### config.mk
export PLATFORM = sky130hd
export DESIGN_NAME = pclk_mode_gate
export DESIGN_NICKNAME = d
export VERILOG_FILES = /design/src/rtl/pclk_mode_gate.sv
export SDC_FILE = /design/constraint.sdc
export NUM_CORES = 1
export LEC_CHECK = 0
export BUFFER_PORTS_ARGS = -buffer_cell sky130_fd_sc_hd__buf_2
export CORE_UTILIZATION = 47
export DETAILED_ROUTE_END_ITERATION = 8
export PLACE_DENSITY_LB_ADDON = 0.05
export SLEW_MARGIN = 20
export SYNTH_ARGS = -nofsm -noshare
export SYNTH_HDL_FRONTEND = slang
export SYNTH_SLANG_ARGS = --single-unit
export TNS_END_PERCENT = 20
### constraint.sdc
create_clock -name clk -period 1.3 [get_ports clk]
set_input_delay 0 -clock clk [delete_from_list [all_inputs] [get_ports clk]]
set_output_delay 0 -clock clk [all_outputs]
set_load 0.1 [all_outputs]
### src/rtl/pclk_mode_gate.sv
module pclk_mode_gate #(
  parameter int NGRP = 2,
  parameter int W = 32,
  parameter logic [NGRP*W-1:0] CAP_MASK = {32'h0F0F_3C01, 32'h0000_F0FF},
  localparam int GW = (NGRP > 1) ? $clog2(NGRP) : 1,
  localparam int AW = GW + 2
) (
  input  logic            clk,
  input  logic            rst_n,
  input  logic            wr_en,
  input  logic [AW-1:0]   wr_addr,
  input  logic [W-1:0]    wr_data,
  input  logic [AW-1:0]   rd_addr,
  output logic [W-1:0]    rd_data,
  input  logic            sleep_req,
  input  logic            sleep_deep,
  input  logic            irq,
  output logic [1:0]      mode,
  output logic            cpu_clk_en,
  output logic [NGRP*W-1:0] periph_clk_en
);
  localparam logic [1:0] M_RUN = 2'd0, M_SLP = 2'd1, M_DSLP = 2'd2;

  logic [W-1:0] run_q [NGRP];
  logic [W-1:0] slp_q [NGRP];
  logic [W-1:0] dslp_q[NGRP];
  logic [1:0]   mode_d;

  wire [GW-1:0] wr_grp = wr_addr[AW-1:2];
  wire [GW-1:0] rd_grp = rd_addr[AW-1:2];

  always_comb begin
    mode_d = mode;
    if (irq) mode_d = M_RUN;
    else if (mode == M_RUN && sleep_req) mode_d = sleep_deep ? M_DSLP : M_SLP;
  end

  always_ff @(posedge clk or negedge rst_n)
    if (!rst_n) mode <= M_RUN;
    else        mode <= mode_d;

  assign cpu_clk_en = (mode == M_RUN);

  for (genvar g = 0; g < NGRP; g++) begin : g_grp
    wire [W-1:0] cap = CAP_MASK[g*W +: W];
    wire hit = wr_en && (wr_grp == GW'(g));

    always_ff @(posedge clk or negedge rst_n)
      if (!rst_n) begin
        run_q[g]  <= '0;
        slp_q[g]  <= '0;
        dslp_q[g] <= '0;
      end else if (hit) begin
        case (wr_addr[1:0])
          2'd0: run_q[g]  <= wr_data & cap;
          2'd1: slp_q[g]  <= wr_data & cap;
          2'd2: dslp_q[g] <= wr_data & cap;
          default: ;
        endcase
      end

    always_ff @(posedge clk or negedge rst_n)
      if (!rst_n) periph_clk_en[g*W +: W] <= '0;
      else case (mode)
        M_SLP:   periph_clk_en[g*W +: W] <= slp_q[g];
        M_DSLP:  periph_clk_en[g*W +: W] <= dslp_q[g];
        default: periph_clk_en[g*W +: W] <= run_q[g];
      endcase
  end

  always_comb begin
    rd_data = '0;
    for (int g = 0; g < NGRP; g++)
      if (rd_grp == GW'(g))
        case (rd_addr[1:0])
          2'd0: rd_data = run_q[g];
          2'd1: rd_data = slp_q[g];
          2'd2: rd_data = dslp_q[g];
          default: rd_data = '0;
        endcase
  end

  AST_MASK_HOLDS: assert property (@(posedge clk) disable iff (!rst_n)
    (periph_clk_en & ~CAP_MASK) == '0);
  AST_ENTER_SLEEP: assert property (@(posedge clk) disable iff (!rst_n)
    (mode == M_RUN && sleep_req && !irq) |=> (mode == ($past(sleep_deep) ? M_DSLP : M_SLP)));
  AST_IRQ_WAKES: assert property (@(posedge clk) disable iff (!rst_n)
    irq |=> mode == M_RUN);
  AST_IRQ_BEATS_REQ: assert property (@(posedge clk) disable iff (!rst_n)
    (mode == M_RUN && sleep_req && irq) |=> mode == M_RUN);
  AST_ASLEEP_HOLDS: assert property (@(posedge clk) disable iff (!rst_n)
    (mode != M_RUN && !irq) |=> $stable(mode));
  AST_CPU_GATED: assert property (@(posedge clk) disable iff (!rst_n)
    (mode != M_RUN) |-> !cpu_clk_en);
  AST_MODE_LEGAL: assert property (@(posedge clk) disable iff (!rst_n)
    mode != 2'd3);
endmodule

; Word level (Yosys, flattened, before mapping)
; Index checks and enable logic that the tools add are counted.
[word_totals]
reg_bits = 141
elab_cells = 37
[op_classes]
eq_ne = 6
n_mux = 8
bitwise_logic = 1
reduce_logical = 13
[ops]
columns = operator, n
row1 = $pmux W28 S3, 1
row2 = $pmux W28 S2, 1
row3 = $pmux W16 S3, 1
row4 = $mux W32, 1
row5 = $pmux W16 S2, 1
row6 = $reduce_and A2 Y1, 6
row7 = $eq A2 B1 Y1 const B, 3
row8 = $eq A2 B2 Y1 const B, 3
row9 = $logic_not A2 Y1, 3
row10 = $mux W2, 3
row11 = $logic_and A1 B1 Y1, 3
row12 = $reduce_bool A2 Y1, 1
row13 = $not A1 Y1, 1

; Longest topological paths before layout
; Gate-level depths: netlist (run 1).
[depth]
word_depth = 4
depth_mapped = 6
mapped_depth_nobuf = 5

; Worst setup path after synthesis (run 1)
; OpenSTA, ideal clock, no wires.
[synth_timing]
path_type = reg2reg
startpoint = reg mode[0]
endpoint = reg mode[0]
setup_ns = 0.078
arrival_ns = 2.355
setup_slack_ns = -1.133
path_stages_with_launch = 6
period_less_slack_ns = 2.433
path_cell_list = dfrtp_1 inv_1 ha_1 nand2_1 or2_2 a21oi_1
[synth_between]
elab_chain_len = 3
[synth_rtl]
columns = item, line
row1 = start: declaration, 18  ; output logic [1:0] mode,
row2 = start signal: assignment, 40  ; else mode <= mode_d;
row3 = $logic_not A2 Y1, --
row4 = named net cpu_clk_en, 19  ; output logic cpu_clk_en,
row5 = $logic_and A1 B1 Y1, 35  ; else if (mode == M_RUN && sleep_req) mode_d = sleep_deep ? M_DSLP : M_SLP;
row6 = $reduce_bool A2 Y1 (no line), --
; The timed path passes the listed nets, and every way through them passes these cells.
; A chain may end at the register's enable or synchronous reset.

; Worst setup path after layout (run 1)
[layout_timing]
startpoint = reg dslp_q[44] (netlist name)
endpoint = out rd_data[12]
[layout_between]
elab_chain_len = 2
[layout_rtl]
columns = item, line
row1 = start: declaration, 26  ; logic [W-1:0] dslp_q[NGRP];
row2 = start signal: indexed assignment, 57  ; 2'd2: dslp_q[g] <= wr_data & cap;
row3 = $pmux W16 S3, 75  ; case (rd_addr[1:0])
row4 = $mux W32, 74  ; if (rd_grp == GW'(g))
row5 = end: declaration, 14  ; output logic [W-1:0] rd_data,
; No other way between the ends.

==> impl_metrics.env, run 1 <==
export IMPL_worst_ep_arrival_time_ns=1.67
export IMPL_dr_total_vias=3718
export IMPL_clock_sinks=102
export IMPL_overflow=0
export IMPL_timing_hold_ws_ns=0.106
export IMPL_gr_max_usage_layer="met2"
export IMPL_min_period_ns=1.67
export IMPL_finish_net_count=615
export IMPL_place_congestion=0.775
export IMPL_areaGrowthSynthToFinish_pct=38.0
export IMPL_rr_endpoint="periph_clk_en[0]$_DFF_PN0_"
export IMPL_syn_cell_area_sq_um=5050
export IMPL_start_kind="flip-flop"
export IMPL_dpl_cell_area_sq_um=6110
export IMPL_skew_ns=0.0151
export IMPL_hold_path_class="in2async"
export IMPL_met2_usage_pct=39.3
export IMPL_vdd_ir_drop_max_mv=1.16
export IMPL_crit_fanout=3
export IMPL_max_freq_mhz=598
export IMPL_ant_nets=0
export IMPL_violations="negative setup slack"
export IMPL_reg2reg_from="mode[1]$_DFFE_PN0P_"
export IMPL_rsz0062_at_grt="true"
export IMPL_numCtsBuffers=9
export IMPL_reg2reg_slack_ns=-0.01
export IMPL_setup_tns_ns=-1.99
export IMPL_grtUsageMet1_pct=32.7
export IMPL_antenna_found_initial=0
export IMPL_routedWlPerCell_microns=17.7
export IMPL_antennaDiodeCount=0
export IMPL_wl_microns=12500
export IMPL_cellPowerDensity_nw_per_um2=1710
export IMPL_coreArea_sq_um=10400
export IMPL_ys_seq_elements=102
export IMPL_finalWorstSetupSlack_ns=-0.372
export IMPL_grt_max_degree=43
export IMPL_drv_slew=0
export IMPL_status="finished with violations"
export IMPL_drt_iter0_drc=140
export IMPL_grt_use_met3_pct=3.46
export IMPL_reg2reg_depth=5
export IMPL_hpwlAfterDp_microns=7580
export IMPL_worstPathBufferInverterCount=2
export IMPL_cts_clk_slew_worst_paths_ns=0.10
export IMPL_grt_pass1_vias=3715
export IMPL_cts_tree="done"
export IMPL_place_ws_ns=-0.160
export IMPL_setup_viol=22
export IMPL_slowest_delay_ns=0.41
export IMPL_fp_dieH_microns=106
export IMPL_worst_endpoint_required_ns=1.30
export IMPL_synth_warnings=0
export IMPL_cap_violations=0
export IMPL_critical_path_top_delay_family="flip-flops"
export IMPL_grt_util_all_layers_pct=23.9
export IMPL_synth_distinct_cells=25
export IMPL_synth_area_per_cell_sq_um=11.8
export IMPL_dr_pass1_iters=4
export IMPL_critPathKind="reg2out"
export IMPL_drc=0
export IMPL_synth_area_leaders="dfrtp_1 51%, mux2_2 20%, buf_4 7.7%"
export IMPL_cts_root_buf="clkbuf_8"
export IMPL_finalCritPeriodShare_pct=129
export IMPL_io_buffer_count=83
export IMPL_hold_viol_final=0
export IMPL_synthCells=428
export IMPL_drive_gt1_share_pct=51.0
export IMPL_placed_cells=645
export IMPL_clock_latency_ns=0.37
export IMPL_grt_pass1_wl_microns=20200
export IMPL_die_x_microns=106
export IMPL_crit_slowest_cell="dfrtp_1"
export IMPL_ios=143
export IMPL_detail_route_vias_per_cell=5.26
export IMPL_crit_chain="mux2_2, a221oi_2, buf_4, a21oi_4, buf_12"
export IMPL_synth_top_area_share_pct=50.6
export IMPL_synth_seq_area_share_pct=50.6
export IMPL_clk_path_buf_depth=2
export IMPL_dieArea_sq_um=11200
export IMPL_final_cells=707
export IMPL_endpoint_kind="output port"
export IMPL_start_util_pct=48.7
export IMPL_cts_htree_levels=3
export IMPL_leakage_nw=3.11
export IMPL_synth_top_area_cell="dfrtp_1"
export IMPL_postLayoutCellArea_sq_um=6960
export IMPL_num_rows=37
[final cells by class]
cell class	instances	area [sq um]
Clock buffer	12	145
Clock inverter	2	35.0
Fill cell	809	3410
Inverter	3	16.3
Multi-Input combinational cell	294	2450
Sequential cell	102	2560
Tap cell	136	170
Timing Repair Buffer	158	1590
[logic make-up (layout without fill, tap and decap cells)]
| logic type | count (synthesis) | after routing | synth area share, % |
|---|---|---|---|
| multiplexers | 100 | 100 | 22.1 |
| flip-flops | 102 | 102 | 50.6 |
| AO/OA/AOI/OAI | 80 | 80 | 10.5 |
| AND/OR/NAND/NOR | 62 | 62 | 5.98 |
| other | 1 | 49 | 0.0743 |
| buffers and inverters | 80 | 175 | 10.0 |
| adder cells (fa/ha/maj) | 3 | 3 | 0.744 |
[registers in the layout, indices dropped and copies added (netlist names)]
signal and cells:
mode 2, periph_clk_en 25, run_q 25, dslp_q 25
slp_q 25
[cells in the mapped netlist (all sizes together)]
library cell and instances:
nand4b 2, dfrtp 102, conb 1, a221oi 3
nand2 12, a21oi 34, nor2 30, nor2b 1
buf 63, mux2 90, or2 1, ha 3
nand3 1, nand2b 1, a22oi 33, and2 10
nor3 2, mux2i 10, inv 3, clkbuf 14
o2bb2ai 10, nor3b 2
[timing repair]
action,CTS,global route
gates resized for setup,33,20
setup endpoints to repair,48,51
cloned,1,0
buffers inserted,11,10
pin swaps,20,14
hold buffers,26,0
endpoints found under the hold margin,179,0
[layer usage]
metal	wire length [microns]	up-vias
met4	166	0
li1	-	1698
met3	548	12
met1	5510	1888
met2	6320	120
met5	0	-
[power breakdown]
group | switching (mW) | internal (mW)
clock network | 1.04 | 0.922
registers | 0.470 | 3.89
logic | 3.86 | 1.71
[worst max path at each step]
| stage | startpoint | end | slack, ns | cells after the start |
|---|---|---|---|---|
| final | dslp_q[44]$_DFFE_PN0P_ | rd_data[12] | -0.37 | 5 |
| after CTS | dslp_q[32]$_DFFE_PN0P_ | rd_data[0] | -0.34 | 5 |
| after floorplan | mode[1]$_DFFE_PN0P_ | mode[0]$_DFFE_PN0P_ | -0.28 | 5 |
| after global placement | mode[0]$_DFFE_PN0P_ | periph_clk_en[57]$_DFF_PN0_ | -0.09 | 4 |
| after global routing | run_q[44]$_DFFE_PN0P_ | rd_data[12] | -0.48 | 5 |
| after detailed placement | mode[0]$_DFFE_PN0P_ | periph_clk_en[58]$_DFF_PN0_ | -0.16 | 4 |
[worst reg2reg max path, delay by kind of cell, from the launching register on]
family,cells,cell delay (ns)
buffers and inverters,2,0.26
DFF,1,0.53
AOI/OAI and AO/OA,2,0.24
adders and majority gates,1,0.19
[layout by cell type (no fill, tap or decap), types with 12 or more instances in the layout]
| master | count |
|---|---|
| dfrtp_1 | 100 |
| mux2_2 | 84 |
| buf_2 | 57 |
| conb_1 | 49 |
| buf_12 | 35 |
| buf_4 | 34 |
| a22oi_1 | 27 |
| a21oi_1 | 26 |
| dlygate4sd3_1 | 26 |
| nor2_1 | 18 |
| nor2_2 | 12 |
[per-stage QoR]
step | total power, mW | util (%)
after floorplan | 8.42 | -
after global placement | 9.41 | 59.0
after detailed placement | 9.48 | 59.0
after CTS | 11.8 | 65.8
after global routing | 12.4 | 67.2
final | 11.9 | 67.2
No activity file was read; power rests on OpenSTA's default activity.
==> run 2, diff against run 1 <==
--- a/config.mk
+++ b/config.mk
@@ -6,6 +6,7 @@
 export NUM_CORES = 1
 export LEC_CHECK = 0
 export BUFFER_PORTS_ARGS = -buffer_cell sky130_fd_sc_hd__buf_2
+export CORE_MARGIN = 2
 export CORE_UTILIZATION = 47
 export DETAILED_ROUTE_END_ITERATION = 8
 export PLACE_DENSITY_LB_ADDON = 0.05
==> run 2 against run 1 <==
The run still ends with negative setup slack left. Cell count rose by 1.6%. Global-route usage fell by 1.3 points. Sequential share of layout area shrank 0.16 points. Cell area up 0.43%. Total power is 0.85% lower. Utilization is 0.29 points higher. First-iteration DRC count up 39%. Hold slack better by 0.084 ns. Register-to-register slack better by 0.03 ns. Critical path depth unchanged. Via count is 1.6% higher. Sequential cell count is the same. Largest power group unchanged.
==> impl_metrics.env, run 2 (synthesis results as in run 1) <==
export IMPL_antenna_found_initial=0
export IMPL_grt_util_all_layers_pct=22.6
export IMPL_placed_cells=650
export IMPL_cellPowerDensity_nw_per_um2=1690
export IMPL_start_util_pct=48.7
export IMPL_violations="negative setup slack"
export IMPL_detail_route_vias_per_cell=5.26
export IMPL_grt_max_degree=72
export IMPL_layout_common_cells="100 x dfrtp_1, 81 x mux2_2, 58 x buf_2, 49 x conb_1, 48 x buf_4"
export IMPL_final_cells=718
export IMPL_drt_iter0_drc=194
export IMPL_max_freq_mhz=613
export IMPL_dr_pass1_iters=4
export IMPL_hold_viol_final=0
export IMPL_die_x_microns=108
export IMPL_endpoint_kind="output port"
export IMPL_ios=143
export IMPL_final_common_cell="dfrtp_1"
export IMPL_crit_chain="mux2_4, a221oi_2, buf_4, a21oi_4, buf_12"
export IMPL_cts_root_buf="clkbuf_8"
export IMPL_fp_dieH_microns=108
export IMPL_rsz0062_at_grt="true"
export IMPL_num_rows=37
export IMPL_finalCritPeriodShare_pct=126
export IMPL_critical_path_top_delay_family="flip-flops"
export IMPL_dieArea_sq_um=11600
export IMPL_setup_viol=15
export IMPL_ant_nets=0
export IMPL_finish_net_count=624
export IMPL_grt_pass1_wl_microns=20100
export IMPL_overflow=0
export IMPL_min_period_ns=1.63
export IMPL_fillers=794
export IMPL_clock_sinks=102
export IMPL_place_congestion=0.758
export IMPL_worst_endpoint_required_ns=1.30
export IMPL_cts_htree_levels=3
export IMPL_drv_slew=0
export IMPL_cts_tree="done"
export IMPL_antennaDiodeCount=0
export IMPL_cap_violations=0
export IMPL_crit_slowest_cell="dfrtp_1"
export IMPL_worst_ep_arrival_time_ns=1.63
export IMPL_drive_gt1_share_pct=52.4
export IMPL_hold_path_class="in2async"
export IMPL_ff_latch_area_sq_um=2560
export IMPL_finalWorstSetupSlack_ns=-0.332
export IMPL_drc=0
export IMPL_grt_pass1_vias=3835
export IMPL_status="finished with violations"
export IMPL_numCtsBuffers=9
export IMPL_hpwlAfterDp_microns=7640
export IMPL_routedWlPerCell_microns=17.6
export IMPL_vdd_ir_drop_max_mv=1.05
export IMPL_slowest_delay_ns=0.41
export IMPL_leakage_nw=3.14
export IMPL_dr_total_vias=3776
export IMPL_worstPathBufferInverterCount=2
export IMPL_skew_ns=0.0102
export IMPL_multi_input_area_sq_um=2480
export IMPL_clk_path_buf_depth=2
export IMPL_crit_fanout=2
export IMPL_areaGrowthSynthToFinish_pct=38.6
export IMPL_startpoint="run_q[44]$_DFFE_PN0P_"
export IMPL_final_util_pct=67.4
export IMPL_start_kind="flip-flop"
export IMPL_coreArea_sq_um=10400
export IMPL_critPathKind="reg2out"
export IMPL_wl_microns=12600
export IMPL_reg2reg_from="mode[0]$_DFFE_PN0P_"
export IMPL_io_buffer_count=83
export IMPL_power_mw=11.8
export IMPL_cts_clk_slew_worst_paths_ns=0.10
export IMPL_clock_latency_ns=0.35
[run 2: changes by cell type in the layout (fill, tap and decap cells not counted), sizes merged]
cell      previous run  this run
clkbuf              14        11
clkinv               1         3
buf                130       141
bufinv               1         0
inv                  3         4
clkinvlp             0         1
[run 2: path summary, 6_finish.rpt]
kind	endpoint	slack (ns)	cells after the start
setup / recovery	rd_data[12]	-0.33	5
hold / removal	slp_q[46]$_DFFE_PN0P_	0.19	3
setup reg to reg	periph_clk_en[45]$_DFF_PN0_	0.02	4
hold reg to reg	dslp_q[12]$_DFFE_PN0P_	0.54	1
max in group asynchronous	dslp_q[17]$_DFFE_PN0P_	0.77	3
min in group clk	dslp_q[10]$_DFFE_PN0P_	0.26	4
[run 2: cell type report]
type	instances	area share, %
multi-input cells	294	35.4
clock inverters	5	0.501
clock buffers	11	1.88
inverters	3	0.233
well taps	136	2.43
flip-flops and latches	102	36.6
repair buffers	167	23.0
[run 2: worst register-to-register path, delay by kind of cell, from the launching register on]
kind | cells | cell delay (ns)
adders and majority gates | 1 | 0.21
buffers and inverters | 1 | 0.16
DFF | 1 | 0.53
AOI/OAI and AO/OA | 2 | 0.27
[run 2: per-stage QoR]
stage	area, sq um	setup slack [ns]	setup TNS (ns)	hold slack [ns]
final	6990	-0.332	-1.66	0.190
after global routing	6990	-0.407	-3.49	0.224
after CTS	6850	-0.357	-2.21	0.195
after detailed placement	6080	-0.117	-2.76	0.0457
after global placement	6080	-0.0964	-2.14	0.0454
after floorplan	5370	-0.283	-9.12	-0.296
[run 2: what timing repair did]
item,in CTS,in global routing
setup buffers,17,8
endpoints found under the hold margin,179,0
hold buffers,26,0
gates resized for setup,43,24
cloned,1,0
setup endpoints to repair,48,47
pin swaps,14,15
[run 2: per-layer routing]
layer | wire length, microns | track usage [%] | vias to the layer above
met3 | 574 | 3.69 | 11
met5 | 0 | 0 | -
li1 | - | - | 1727
met1 | 5690 | 30.9 | 1910
met4 | 126 | 6.32 | 0
met2 | 6250 | 37.4 | 128
[run 2: power breakdown]
group | internal (mW) | total [mW] | switching (mW)
combinational | 1.77 | 5.66 | 3.89
sequential | 3.89 | 4.37 | 0.473
clock | 0.703 | 1.77 | 1.07
total | 6.36 | 11.8 | 5.43
